<file path="src/rtl/irq_en_pkg.sv">
package irq_en_pkg;
   localparam int WORD_W    = 32;
   localparam int MAX_WORDS = 32;
   localparam int MAX_PE    = 8;
   localparam int IDX_W     = 5;
   typedef logic [WORD_W-1:0] word_t;
   typedef logic [IDX_W-1:0]  widx_t;
endpackage

</file>
<file path="src/rtl/irq_en_access.sv">
module irq_en_access
   import irq_en_pkg::*;
#(
   parameter int NUM_WORDS = 4,
   parameter int NUM_PE    = 8,
   parameter int PE_W      = 4
) (
   input  widx_t                      word_idx,
   input  logic [PE_W-1:0]            pe,
   input  logic                       ns,
   input  logic                       sec_dis,
   input  logic [NUM_WORDS*WORD_W-1:0] grp_secure,
   output word_t                      mask
);
   word_t grp_w;
   logic  implemented;
   logic  pe_ok;

   always_comb begin
      grp_w = '0;
      for (int w = 0; w < NUM_WORDS; w++) begin
         if (word_idx == w[IDX_W-1:0]) grp_w = grp_secure[w*WORD_W +: WORD_W];
      end
   end

   assign implemented = int'(word_idx) < NUM_WORDS;
   assign pe_ok       = (word_idx != '0) || (int'(pe) < NUM_PE);

   always_comb begin
      if (!implemented || !pe_ok) mask = '0;
      else if (ns && !sec_dis)    mask = ~grp_w;
      else                        mask = '1;
   end
endmodule

</file>
<file path="src/rtl/irq_en_word.sv">
module irq_en_word
   import irq_en_pkg::*;
(
   input  logic  clk,
   input  logic  rst_n,
   input  word_t set_bits,
   input  word_t clr_bits,
   output word_t q
);
   always_ff @(posedge clk or negedge rst_n) begin
      if (!rst_n) q <= '0;
      else        q <= (q | set_bits) & ~clr_bits;
   end
endmodule

</file>
<file path="src/rtl/irq_en_busy.sv">
module irq_en_busy #(
   parameter int BUSY_CYCLES = 16
) (
   input  logic clk,
   input  logic rst_n,
   input  logic start,
   output logic busy
);
   localparam int CNT_W = $clog2(BUSY_CYCLES + 1);
   localparam logic [CNT_W-1:0] LOAD = CNT_W'(BUSY_CYCLES);

   logic [CNT_W-1:0] cnt;

   generate
      if (BUSY_CYCLES < 1) begin : g_bad_busy
         $error("BUSY_CYCLES must be at least 1");
      end
   endgenerate

   always_ff @(posedge clk or negedge rst_n) begin
      if (!rst_n)          cnt <= '0;
      else if (start)      cnt <= LOAD;
      else if (cnt != '0)  cnt <= cnt - 1'b1;
   end

   assign busy = cnt != '0;
endmodule

</file>
<file path="src/rtl/irq_enable_bank.sv">
module irq_enable_bank
   import irq_en_pkg::*;
#(
   parameter int NUM_WORDS   = 4,
   parameter int NUM_PE      = 8,
   parameter int PE_W        = 4,
   parameter int ADDR_W      = 12,
   parameter int BUSY_CYCLES = 16
) (
   input  logic                          clk,
   input  logic                          rst_n,
   input  logic                          req_valid,
   input  logic                          req_write,
   input  logic [ADDR_W-1:0]             req_addr,
   input  logic [WORD_W-1:0]             req_wdata,
   input  logic                          req_ns,
   input  logic [PE_W-1:0]               req_pe,
   output logic                          rd_valid,
   output logic [WORD_W-1:0]             rd_data,
   input  logic                          set_valid,
   input  logic [IDX_W-1:0]              set_word,
   input  logic [WORD_W-1:0]             set_wdata,
   input  logic                          set_ns,
   input  logic [PE_W-1:0]               set_pe,
   input  logic                          sec_dis,
   input  logic [NUM_WORDS*WORD_W-1:0]   grp_secure,
   output logic [NUM_PE*WORD_W-1:0]      fwd_en_banked,
   output logic [(NUM_WORDS-1)*WORD_W-1:0] fwd_en_shared,
   output logic                          rwp_busy
);
   localparam logic [ADDR_W-1:0] CLR_BASE = ADDR_W'(12'h180);

   generate
      if (NUM_WORDS < 2 || NUM_WORDS > MAX_WORDS) begin : g_bad_words
         $error("NUM_WORDS must lie in 2..32");
      end
      if (NUM_PE < 1 || NUM_PE > MAX_PE || NUM_PE > (1 << PE_W)) begin : g_bad_pe
         $error("NUM_PE must lie in 1..8 and fit in PE_W bits");
      end
      if (ADDR_W < 9) begin : g_bad_addr
         $error("ADDR_W must be at least 9");
      end
   endgenerate

   logic  clr_hit;
   widx_t clr_idx;
   word_t req_mask, set_mask;
   word_t clr_eff, set_eff;
   logic  clr_any;

   assign clr_hit = req_valid && (req_addr[ADDR_W-1:7] == CLR_BASE[ADDR_W-1:7])
                    && (req_addr[1:0] == 2'b00);
   assign clr_idx = req_addr[6:2];

   irq_en_access #(.NUM_WORDS(NUM_WORDS), .NUM_PE(NUM_PE), .PE_W(PE_W)) u_req_acc (
      .word_idx(clr_idx), .pe(req_pe), .ns(req_ns), .sec_dis(sec_dis),
      .grp_secure(grp_secure), .mask(req_mask));

   irq_en_access #(.NUM_WORDS(NUM_WORDS), .NUM_PE(NUM_PE), .PE_W(PE_W)) u_set_acc (
      .word_idx(set_word), .pe(set_pe), .ns(set_ns), .sec_dis(sec_dis),
      .grp_secure(grp_secure), .mask(set_mask));

   assign clr_eff = (clr_hit && req_write) ? (req_wdata & req_mask) : '0;
   assign set_eff = set_valid ? (set_wdata & set_mask) : '0;
   assign clr_any = |clr_eff;

   word_t bank_q [NUM_PE];
   word_t shr_q  [NUM_WORDS];

   genvar gp, gw;
   generate
      for (gp = 0; gp < NUM_PE; gp++) begin : g_bank
         word_t c_bits, s_bits;
         assign c_bits = (clr_idx == '0 && req_pe == PE_W'(gp)) ? clr_eff : '0;
         assign s_bits = (set_word == '0 && set_pe == PE_W'(gp)) ? set_eff : '0;
         irq_en_word u_word (.clk(clk), .rst_n(rst_n), .set_bits(s_bits),
                             .clr_bits(c_bits), .q(bank_q[gp]));
         assign fwd_en_banked[gp*WORD_W +: WORD_W] = bank_q[gp];
      end
      assign shr_q[0] = '0;
      for (gw = 1; gw < NUM_WORDS; gw++) begin : g_shared
         word_t c_bits, s_bits;
         assign c_bits = (clr_idx == IDX_W'(gw)) ? clr_eff : '0;
         assign s_bits = (set_word == IDX_W'(gw)) ? set_eff : '0;
         irq_en_word u_word (.clk(clk), .rst_n(rst_n), .set_bits(s_bits),
                             .clr_bits(c_bits), .q(shr_q[gw]));
         assign fwd_en_shared[(gw-1)*WORD_W +: WORD_W] = shr_q[gw];
      end
   endgenerate

   word_t rd_word;
   always_comb begin
      rd_word = '0;
      if (clr_idx == '0) begin
         for (int p = 0; p < NUM_PE; p++)
            if (req_pe == PE_W'(p)) rd_word = bank_q[p];
      end else begin
         for (int w = 1; w < NUM_WORDS; w++)
            if (clr_idx == IDX_W'(w)) rd_word = shr_q[w];
      end
   end

   always_ff @(posedge clk or negedge rst_n) begin
      if (!rst_n) begin
         rd_valid <= 1'b0;
         rd_data  <= '0;
      end else begin
         rd_valid <= req_valid && !req_write;
         rd_data  <= (req_valid && !req_write && clr_hit) ? (rd_word & req_mask) : '0;
      end
   end

   irq_en_busy #(.BUSY_CYCLES(BUSY_CYCLES)) u_busy (
      .clk(clk), .rst_n(rst_n), .start(clr_any), .busy(rwp_busy));
endmodule

</file>
<file path="config.mk">
export PLATFORM = sky130hd
export DESIGN_NAME = irq_enable_bank
export DESIGN_NICKNAME = d
export VERILOG_FILES = /design/src/rtl/irq_en_pkg.sv /design/src/rtl/irq_en_access.sv /design/src/rtl/irq_en_word.sv /design/src/rtl/irq_en_busy.sv /design/src/rtl/irq_enable_bank.sv
export SDC_FILE = /design/constraint.sdc
export NUM_CORES = 1
export LEC_CHECK = 0
export CORE_AREA = 5 5 234 236
export CTS_CLUSTER_SIZE = 28
export DETAILED_ROUTE_END_ITERATION = 8
export DIE_AREA = 0 0 239 241
export DONT_BUFFER_PORTS = 1
export SLEW_MARGIN = 40
export SYNTH_ARGS = -nofsm -noshare
export SYNTH_HDL_FRONTEND = slang
export SYNTH_SLANG_ARGS = --single-unit
</file>
<file path="constraint.sdc">
create_clock -name clk -period 1.4 [get_ports clk]
set_input_delay 0.07 -clock clk [delete_from_list [all_inputs] [get_ports clk]]
set_output_delay 0.07 -clock clk [all_outputs]
set_load 0.005 [all_outputs]
</file>
# == Word-level counts from Yosys, hierarchy flattened ==
# Cells that the tools add are included.
# word_totals
ff_bits,390
in_bits,225
output_inout_bits,386
elab_cells,172
# op_classes
addsub,1
magnitude_cmp,4
eq_ne,21
n_mux,51
bitwise_logic,38
n_reduce_logical,43
# op_table
op,n
$mux 32,49
$and 32x32->32,14
$not 32->32,13
$or 32x32->32,11
$eq 4x3->1 const B,8
$reduce_or 32->1,1
$eq 5x2->1 const B,5
$logic_and 1x1->1,23
$eq 4x2->1 const B,4
$reduce_bool 5->1,3
$eq 5x1->1 const B,2
$logic_not 5->1,2
$lt 5x3->1 const B,2
$mux 5,2
$eq 4x1->1 const B,2
$logic_not 4->1,2
$lt 4x4->1 const B,2
$logic_not 1->1,6
$sub 5x1->5 const B,1
$logic_or 1x1->1,4
$logic_not 2->1,1
$reduce_bool 2->1,1

# == Longest topological paths before layout ==
# Gate-level depths: netlist (run 1).
# depth
depth_word,13
ltp_mapped,10
ltp_nobuf,7

# == Modules after synthesis ==
# A second synthesis (run 1) with hierarchy kept.
# hier_totals
cells_unflattened,2529
area_unflattened_um2,23842.9
# by_module_without_submodules
mod,n_inst,cells_each,area_each_um2,seq_area_each_um2
irq_en_word,11,64,1121.1,800.8
irq_enable_bank,1,1422,8269.2,825.8
irq_en_access,2,189,1490.2,0.0
irq_en_busy,1,25,261.5,125.1

# == Worst setup path before layout (run 1) ==
# Ideal clock, no wire load.
# synth_timing
path_type,input -> register
startpoint,in req_addr[3]
endpoint,reg g_bank[1].u_word.q[4]
setup_time_ns,0.121
arrival_time_ns,1.924
t_required_ns,1.279
setup_slack_ns,-0.645
path_stages,9
n_path_buf,4
cell_sequence,buf_2 > or4b_1 > buf_2 > buf_4 > a211oi_1 > a211oi_1 > or3_1 > buf_2 > o22a_1
# synth_between
elab_chain_len,13
elab_cells_between_ends,23
classes_between,order compare: 1; eq/ne: 3; mux: 8; bitwise: 4; reduce/logical: 7
# synth_rtl
item,line,text
start: declaration,irq_enable_bank.sv:14,"input logic [ADDR_W-1:0] req_addr,"
$logic_not 5->1,"irq_en_access.sv:22, irq_enable_bank.sv:74",
$mux 32 (4 in a row),irq_en_access.sv:22,if (word_idx == w[IDX_W-1:0]) grp_w = grp_secure[w*WORD_W +: WORD_W];
$not 32->32,irq_en_access.sv:31,else if (ns && !sec_dis) mask = ~grp_w;
$mux 32,irq_en_access.sv:31,
$mux 32,irq_en_access.sv:30,if (!implemented || !pe_ok) mask = '0;
$and 32x32->32,irq_enable_bank.sv:63,assign clr_eff = (clr_hit && req_write) ? (req_wdata & req_mask) : '0;
$mux 32,irq_enable_bank.sv:63,
$mux 32 *,irq_enable_bank.sv:74,assign c_bits = (clr_idx == '0 && req_pe == PE_W'(gp)) ? clr_eff : '0;
$not 32->32 *,irq_en_word.sv:12,else q <= (q | set_bits) & ~clr_bits;
$and 32x32->32 *,irq_en_word.sv:12,
end signal: assignment,irq_en_word.sv:12,
end: declaration,irq_en_word.sv:8,output word_t q
# Mark *: on every way between the ends. The rest lies on a longest branch, timed or not.
# A chain may end at the register's enable or synchronous reset.

# == Worst setup path after layout (run 1) ==
# layout_timing
startpoint,reg u_busy.cnt[0]
endpoint,out rwp_busy
# layout_between
elab_chain_len,1
# layout_rtl
item,line,text
start: declaration,irq_en_busy.sv:12,logic [CNT_W-1:0] cnt;
start signal: assignment,irq_en_busy.sv:23,else if (cnt != '0) cnt <= cnt - 1'b1;
$reduce_bool 5->1,irq_en_busy.sv:26,assign busy = cnt != '0;
end: declaration,irq_enable_bank.sv:29,output logic rwp_busy
# Every way passes these cells.

==> impl_metrics.env, run 1 <==
export IMPL_cts_buffers=45
export IMPL_clock_latency_ns=0.58
export IMPL_synth_ff_type="dfrtp_1"
export IMPL_grt_usage_pct=35.2
export IMPL_syn_area_mm2=0.0204
export IMPL_r2r_end="u_busy.cnt[0]"
export IMPL_core_area_mm2=0.0522
export IMPL_tightest_slew_ns=1.18
export IMPL_critPathKind="reg -> out"
export IMPL_hold_viol_final=392
export IMPL_start_kind="flop"
export IMPL_fp_row_count=84
export IMPL_first_iter_violations=2213
export IMPL_dp_cells=3324
export IMPL_avgSynthCellArea_um2=9.08
export IMPL_clock_sinks=390
export IMPL_syn_num_nets=2479
export IMPL_first_pass_iters=5
export IMPL_wl_per_cell_um=31.7
export IMPL_grt_overflow=0
export IMPL_fmax_mhz=550
export IMPL_finClkSkew_ns=0.0152
export IMPL_yosysUniqueCellTypes=59
export IMPL_fin_util_pct=57.9
export IMPL_max_vdd_ir_drop_mv=0.931
export IMPL_violations="hold timing, setup timing"
export IMPL_drive_gt1_share_pct=35.4
export IMPL_seq_area_frac_synth_pct=47.7
export IMPL_max_slew_margin_rel_pct=21.6
export IMPL_setup_ws_ns=-0.419
export IMPL_grt_max_degree=391
export IMPL_cp_arrival_ns=1.75
export IMPL_grt_pass1_wl_um=151000
export IMPL_hold_slack_ns=-0.809
export IMPL_dp_worst_setup_slack_ns=-1.24
export IMPL_io_pin_count=611
export IMPL_die_w_um=239
export IMPL_viasPerCell=6.22
export IMPL_nets=3008
export IMPL_powerDensity_mw_per_mm2=891
export IMPL_grt_pass1_vias=21700
export IMPL_period_needed_ns=1.82
export IMPL_port_buffers=0
export IMPL_die_y_um=241
export IMPL_drt_wl_total_um=111000
export IMPL_cap_violations=0
export IMPL_rrSetupSlack_ns=-0.13
export IMPL_r2r_start="u_busy.cnt[0]"
export IMPL_crit_fanout=2
export IMPL_mostFrequentLayoutCells="nor2_1, buf_4, dfrtp_1"
export IMPL_drcViolationCount=0
export IMPL_ant_nets=0
export IMPL_cts_tree="done"
export IMPL_gp_congestion=0.969
export IMPL_ys_ff_latch=390
export IMPL_yosys_top_cells_area="dfrtp_1, nor2_1, o22a_1"
export IMPL_vias=21800
export IMPL_final_common_cell="nor2_1"
export IMPL_fin_total_pwr_uw=27000
export IMPL_finalSetupViolCount=167
export IMPL_htree_levels=2
export IMPL_rsz0062_at_grt="yes"
export IMPL_worst_r2r_path_depth=8
export IMPL_nFillCells=4419
export IMPL_yosys_area_top_type="dfrtp_1"
export IMPL_status="finished with violations"
export IMPL_end_kind="primary output"
export IMPL_cp_startpoint="u_busy.cnt[0]"
export IMPL_hpwl_um=77700
export IMPL_start_util_pct=39.1
export IMPL_path_clk_slew_ns=0.06
export IMPL_min_period_over_period_pct=130
export IMPL_hp_class="in -> async"
export IMPL_leakage_uw=0.0131
export IMPL_drv_slew=0
export IMPL_async_reset_ff_share_pct=100
export IMPL_syn_inst=2252
export IMPL_area_delta_synth_final_pct=48.0
export IMPL_yosysWarnings=0
export IMPL_dieArea_mm2=0.0576
export IMPL_synth_top_cell_area_share_pct=47.7
export IMPL_worstPathRequired_ns=1.33
export IMPL_instances_no_fill=3507
export IMPL_clockRootBuffer="clkbuf_16"
export IMPL_cts_max_path_buffers=3
export IMPL_antenna_found_initial=5
export IMPL_synth_enable_flop_cells=0
==> registers in the layout, summed over array words and instances (netlist names) <==
register           flops
g_bank.u_word.q      256
g_shared.u_word.q     96
u_busy.cnt             5
rd_valid               1
rd_data               32
==> metrics by stage <==
| step | area [um^2] | setup TNS [ns] |
|---|---|---|
| final | 30300 | -21.34 |
| after global placement | 26200 | -230.84 |
| after floorplan | 20800 | -150.35 |
| after detailed placement | 26200 | -241.30 |
| after global routing | 30300 | -21.28 |
| after CTS | 29300 | -9.22 |
==> kinds of logic (layout without fill, tap and decap cells) <==
| group | count (synthesis) | after routing | synth area share, % |
|---|---|---|---|
| and+or+nand+nor | 860 | 865 | 17.7 |
| AOI/OAI and AO/OA | 688 | 688 | 24.0 |
| DFF | 390 | 390 | 47.7 |
| buffers and inverters | 237 | 793 | 4.80 |
| muxes | 72 | 72 | 5.48 |
| xor gates and xnor gates | 3 | 3 | 0.129 |
| adders and majority gates | 2 | 2 | 0.122 |
| other | 0 | 6 | 0 |
==> metal layers <==
metal,vias up,part of all wire [%],GRT usage [%],routed length [um]
li1,9190,-,-,-
met1,10900,33,38.7,37000
met2,1316,48,60.2,53800
met3,384,11,13.2,12700
met4,2,6.9,17.6,7710
met5,-,0.012,0,13
==> final cells by class <==
class / count / area, um^2 / area share (%)
diodes: 6 / 15.0 / 0.0496
clock buffers: 67 / 1330 / 4.40
clock inverters: 12 / 169 / 0.558
inverters: 17 / 70.1 / 0.231
multi-input cells: 1630 / 11400 / 37.7
flip-flops and latches: 390 / 9760 / 32.2
well taps: 688 / 861 / 2.84
repair buffers: 697 / 6660 / 22.0
==> Yosys cell counts, types with 4 or more instances <==
master and count:
a41oi_1 25, buf_1 12, nand2b_1 6, o21ai_0 35, o221ai_1 4, and2_1 4, nor2_1 598, buf_2 44
inv_1 16, dfrtp_1 390, nor2b_1 26, nand2_1 89, mux4_2 32, a21o_1 14, o221a_2 4, mux2i_1 40
a211oi_1 37, a2111oi_0 27, or2_1 9, or3_1 12, nand4_1 11, clkbuf_1 156, or2_2 7, a32oi_1 13
nor3_1 36, and3_1 5, o31ai_1 32, a21oi_1 208, a22oi_1 96, buf_4 6, nor4b_1 4, o22a_1 176
nand3_1 38
==> critical path: stages, from the launching register on <==
cell and delay (ns):
dfrtp_1 0.40, inv_2 0.09, ha_4 0.13, nor4b_4 0.22, buf_4 0.18, inv_4 0.04
buf_6 0.12
==> where the power goes <==
part	switching [uW]	internal [uW]	leakage, uW	total [uW]
registers	248	11500	0.00542	11800
logic	1460	1530	0.00700	2980
clock network	4940	7290	0.000732	12200
==> how the worst max path moves through the flow <==
stage	end	slack, ns	cells past startpoint
floorplan	g_bank[1].u_word.q[4]	-0.55	9
global placement	u_busy.cnt[4]	-1.14	11
detailed placement	u_busy.cnt[4]	-1.24	10
CTS	rwp_busy	-0.41	6
global route	rwp_busy	-0.46	6
finish	rwp_busy	-0.42	6
==> what timing repair did <==
item,4_1_cts,5_1_grt
endpoints found under the hold margin,655,423
hold buffers,38,11
cloned,6,10
pin swaps,90,73
gates resized for setup,224,123
setup buffers,21,30
setup endpoints to repair,220,340
Note: power is estimated with default switching activity, not from simulation.
==> inputs of run 2 (changes only) <==
--- a/config.mk
+++ b/config.mk
@@ -5,11 +5,14 @@
 export SDC_FILE = /design/constraint.sdc
 export NUM_CORES = 1
 export LEC_CHECK = 0
-export CORE_AREA = 5 5 234 236
+export CELL_PAD_IN_SITES_DETAIL_PLACEMENT = 2
+export CELL_PAD_IN_SITES_GLOBAL_PLACEMENT = 2
+export CORE_MARGIN = 5
+export CORE_UTILIZATION = 34
 export CTS_CLUSTER_SIZE = 28
 export DETAILED_ROUTE_END_ITERATION = 8
-export DIE_AREA = 0 0 239 241
 export DONT_BUFFER_PORTS = 1
+export PLACE_DENSITY_LB_ADDON = 0.1
 export SLEW_MARGIN = 40
 export SYNTH_ARGS = -nofsm -noshare
 export SYNTH_HDL_FRONTEND = slang
==> run 2 against run 1 <==
Effect of this change:
- largest cell class unchanged
- the flow still finishes with violations (hold timing, setup timing)
- global-route usage is 2.3 points higher
- fmax is 12% lower
- clock skew hardly changed
- combinational power is 9.1% higher
- worst setup slack worse by 0.26 ns
- routed wire length is 23% higher
==> impl_metrics.env, run 2 (synthesized netlist as in run 1, its figures left out) <==
export IMPL_max_slew_margin_rel_pct=30.6
export IMPL_area_delta_synth_final_pct=51.2
export IMPL_port_buffers=0
export IMPL_cts_max_path_buffers=3
export IMPL_hold_viol_final=391
export IMPL_violations="hold timing, setup timing"
export IMPL_io_pin_count=611
export IMPL_period_needed_ns=2.08
export IMPL_gp_congestion=0.931
export IMPL_cp_startpoint="req_addr[6]"
export IMPL_powerDensity_mw_per_mm2=888
export IMPL_rrSetupSlack_ns=-0.27
export IMPL_drv_slew=0
export IMPL_start_kind="input port"
export IMPL_first_pass_iters=5
export IMPL_clock_sinks=390
export IMPL_antenna_found_initial=3
export IMPL_ant_nets=0
export IMPL_worst_r2r_path_depth=8
export IMPL_viasPerCell=6.36
export IMPL_fmax_mhz=482
export IMPL_finClkSkew_ns=0.0149
export IMPL_htree_levels=2
export IMPL_drive_gt1_share_pct=38.0
export IMPL_worstPathRequired_ns=1.87
export IMPL_postLayoutCellArea_mm2=0.0309
export IMPL_seqPwrFrac_pct=42.8
export IMPL_die_w_um=255
export IMPL_cts_tree="done"
export IMPL_vias=22900
export IMPL_die_y_um=255
export IMPL_drcViolationCount=0
export IMPL_cap_violations=0
export IMPL_regMostFlops="g_bank.u_word.q"
export IMPL_hp_class="in -> async"
export IMPL_leakage_uw=0.0134
export IMPL_start_util_pct=34.5
export IMPL_hpwl_um=89100
export IMPL_grt_usage_pct=37.5
export IMPL_r2r_start="u_busy.cnt[0]"
export IMPL_clockRootBuffer="clkbuf_16"
export IMPL_path_clk_slew_ns=0.07
export IMPL_end_kind="flop"
export IMPL_p_sw_uw=7190
export IMPL_switching_share_pct=26.2
export IMPL_hold_slack_ns=-0.810
export IMPL_crit_fanout=6
export IMPL_dpl_cell_area_mm2=0.0264
export IMPL_grt_overflow=0
export IMPL_power_frac_clock_pct=45.3
export IMPL_combPwrFrac_pct=11.8
export IMPL_clock_latency_ns=0.59
export IMPL_mostFrequentLayoutCells="nor2_1, buf_4, dfrtp_1"
export IMPL_grt_pass1_wl_um=180000
export IMPL_core_area_mm2=0.0592
export IMPL_largest_reg_flops=256
export IMPL_drt_wl_total_um=136000
export IMPL_fp_row_count=89
export IMPL_min_period_over_period_pct=148
export IMPL_fin_util_pct=52.2
export IMPL_r2r_end="u_busy.cnt[3]"
export IMPL_grt_pass1_vias=25100
export IMPL_cp_arrival_ns=2.54
export IMPL_largestRegisters="g_bank.u_word.q: 256 flops, g_shared.u_word.q: 96 flops, rd_data: 32 flops"
export IMPL_crit_end="u_busy.cnt[4]"
export IMPL_finalSetupViolCount=291
export IMPL_wl_per_cell_um=37.9
export IMPL_setup_ws_ns=-0.676
export IMPL_cts_buffers=47
export IMPL_tightest_slew_ns=1.04
export IMPL_dieArea_mm2=0.0651
export IMPL_status="finished with violations"
export IMPL_first_iter_violations=1808
export IMPL_max_vdd_ir_drop_mv=0.762
export IMPL_critPathKind="in -> reg"
export IMPL_grt_max_degree=391
export IMPL_rsz0062_at_grt="yes"
export IMPL_final_common_cell="nor2_1"
export IMPL_internal_power_uw=20200
export IMPL_nets=3020
## run 2: worst max-delay path, cell delays in order
cell and delay, ns:
nor4_4 0.39, buf_4 0.24, a32oi_1 0.23, o31ai_2 0.40, nand4_1 0.32, nor4_4 0.45
a31oi_4 0.18, a211o_1 0.25
## run 2: what timing repair did
item / 4_1_cts / 5_1_grt
gates cloned: 11 / 10
setup endpoints to repair: 345 / 345
pin swaps: 113 / 75
gates resized for setup: 283 / 154
hold endpoints to repair: 610 / 412
hold buffers: 34 / 11
buffers inserted: 29 / 32
## run 2: per-stage QoR
stage | power (uW) | worst slack (ns) | TNS (ns) | instances | hold WS, ns
2_1_floorplan | 13100 | -0.547 | -150.35 | 2252 | -0.226
3_3_place_gp | 14100 | -0.994 | -273.08 | 3412 | -0.212
3_5_place_dp | 14200 | -1.06 | -269.35 | 3412 | -0.209
4_1_cts | 27000 | -0.395 | -6.20 | 3559 | -0.832
5_1_grt | 28100 | -0.646 | -32.70 | 3601 | -0.834
6_report | 27400 | -0.676 | -26.16 | 3603 | -0.810
## run 2: routing by layer
layer | share of wire (%) | vias to the layer above | wire length, um | GRT usage [%]
met5 | 0.0066 | - | 9 | 0
met4 | 7.8 | 2 | 10700 | 21.4
met3 | 9.3 | 508 | 12700 | 11.9
met2 | 50 | 1224 | 68500 | 66.0
met1 | 33 | 12000 | 44600 | 39.5
li1 | - | 9222 | - | -
## run 2: how the worst min path moves through the flow
| stage | startpoint | to | cells after the start |
|---|---|---|---|
| 2_1_floorplan | rst_n | g_bank[0].u_word.q[0] | 0 |
| 3_3_place_gp | rst_n | g_bank[5].u_word.q[12] | 0 |
| 3_5_place_dp | rst_n | g_bank[2].u_word.q[12] | 0 |
| 4_1_cts | rst_n | g_bank[5].u_word.q[12] | 0 |
| 5_1_grt | rst_n | g_bank[6].u_word.q[12] | 0 |
| 6_report | rst_n | g_bank[5].u_word.q[10] | 0 |
## run 2: cell type report
cell class / count / area (um^2)
fillers: 6006 / 28300
multi-input cells: 1627 / 11800
flip-flops and latches: 390 / 9760
repair buffers: 710 / 6850
clock buffers: 72 / 1390
well taps: 773 / 967
clock inverters: 12 / 114
inverters: 17 / 66.3
diodes: 2 / 5.00
## run 2: power by group through the flow
stage / registers (uW) / clock network [uW] / logic (uW)
2_1_floorplan: 11900 / 0 / 1240
3_3_place_gp: 11900 / 0 / 2210
3_5_place_dp: 11900 / 0 / 2340
4_1_cts: 11700 / 12500 / 2800
5_1_grt: 11800 / 13000 / 3360
6_report: 11800 / 12400 / 3250
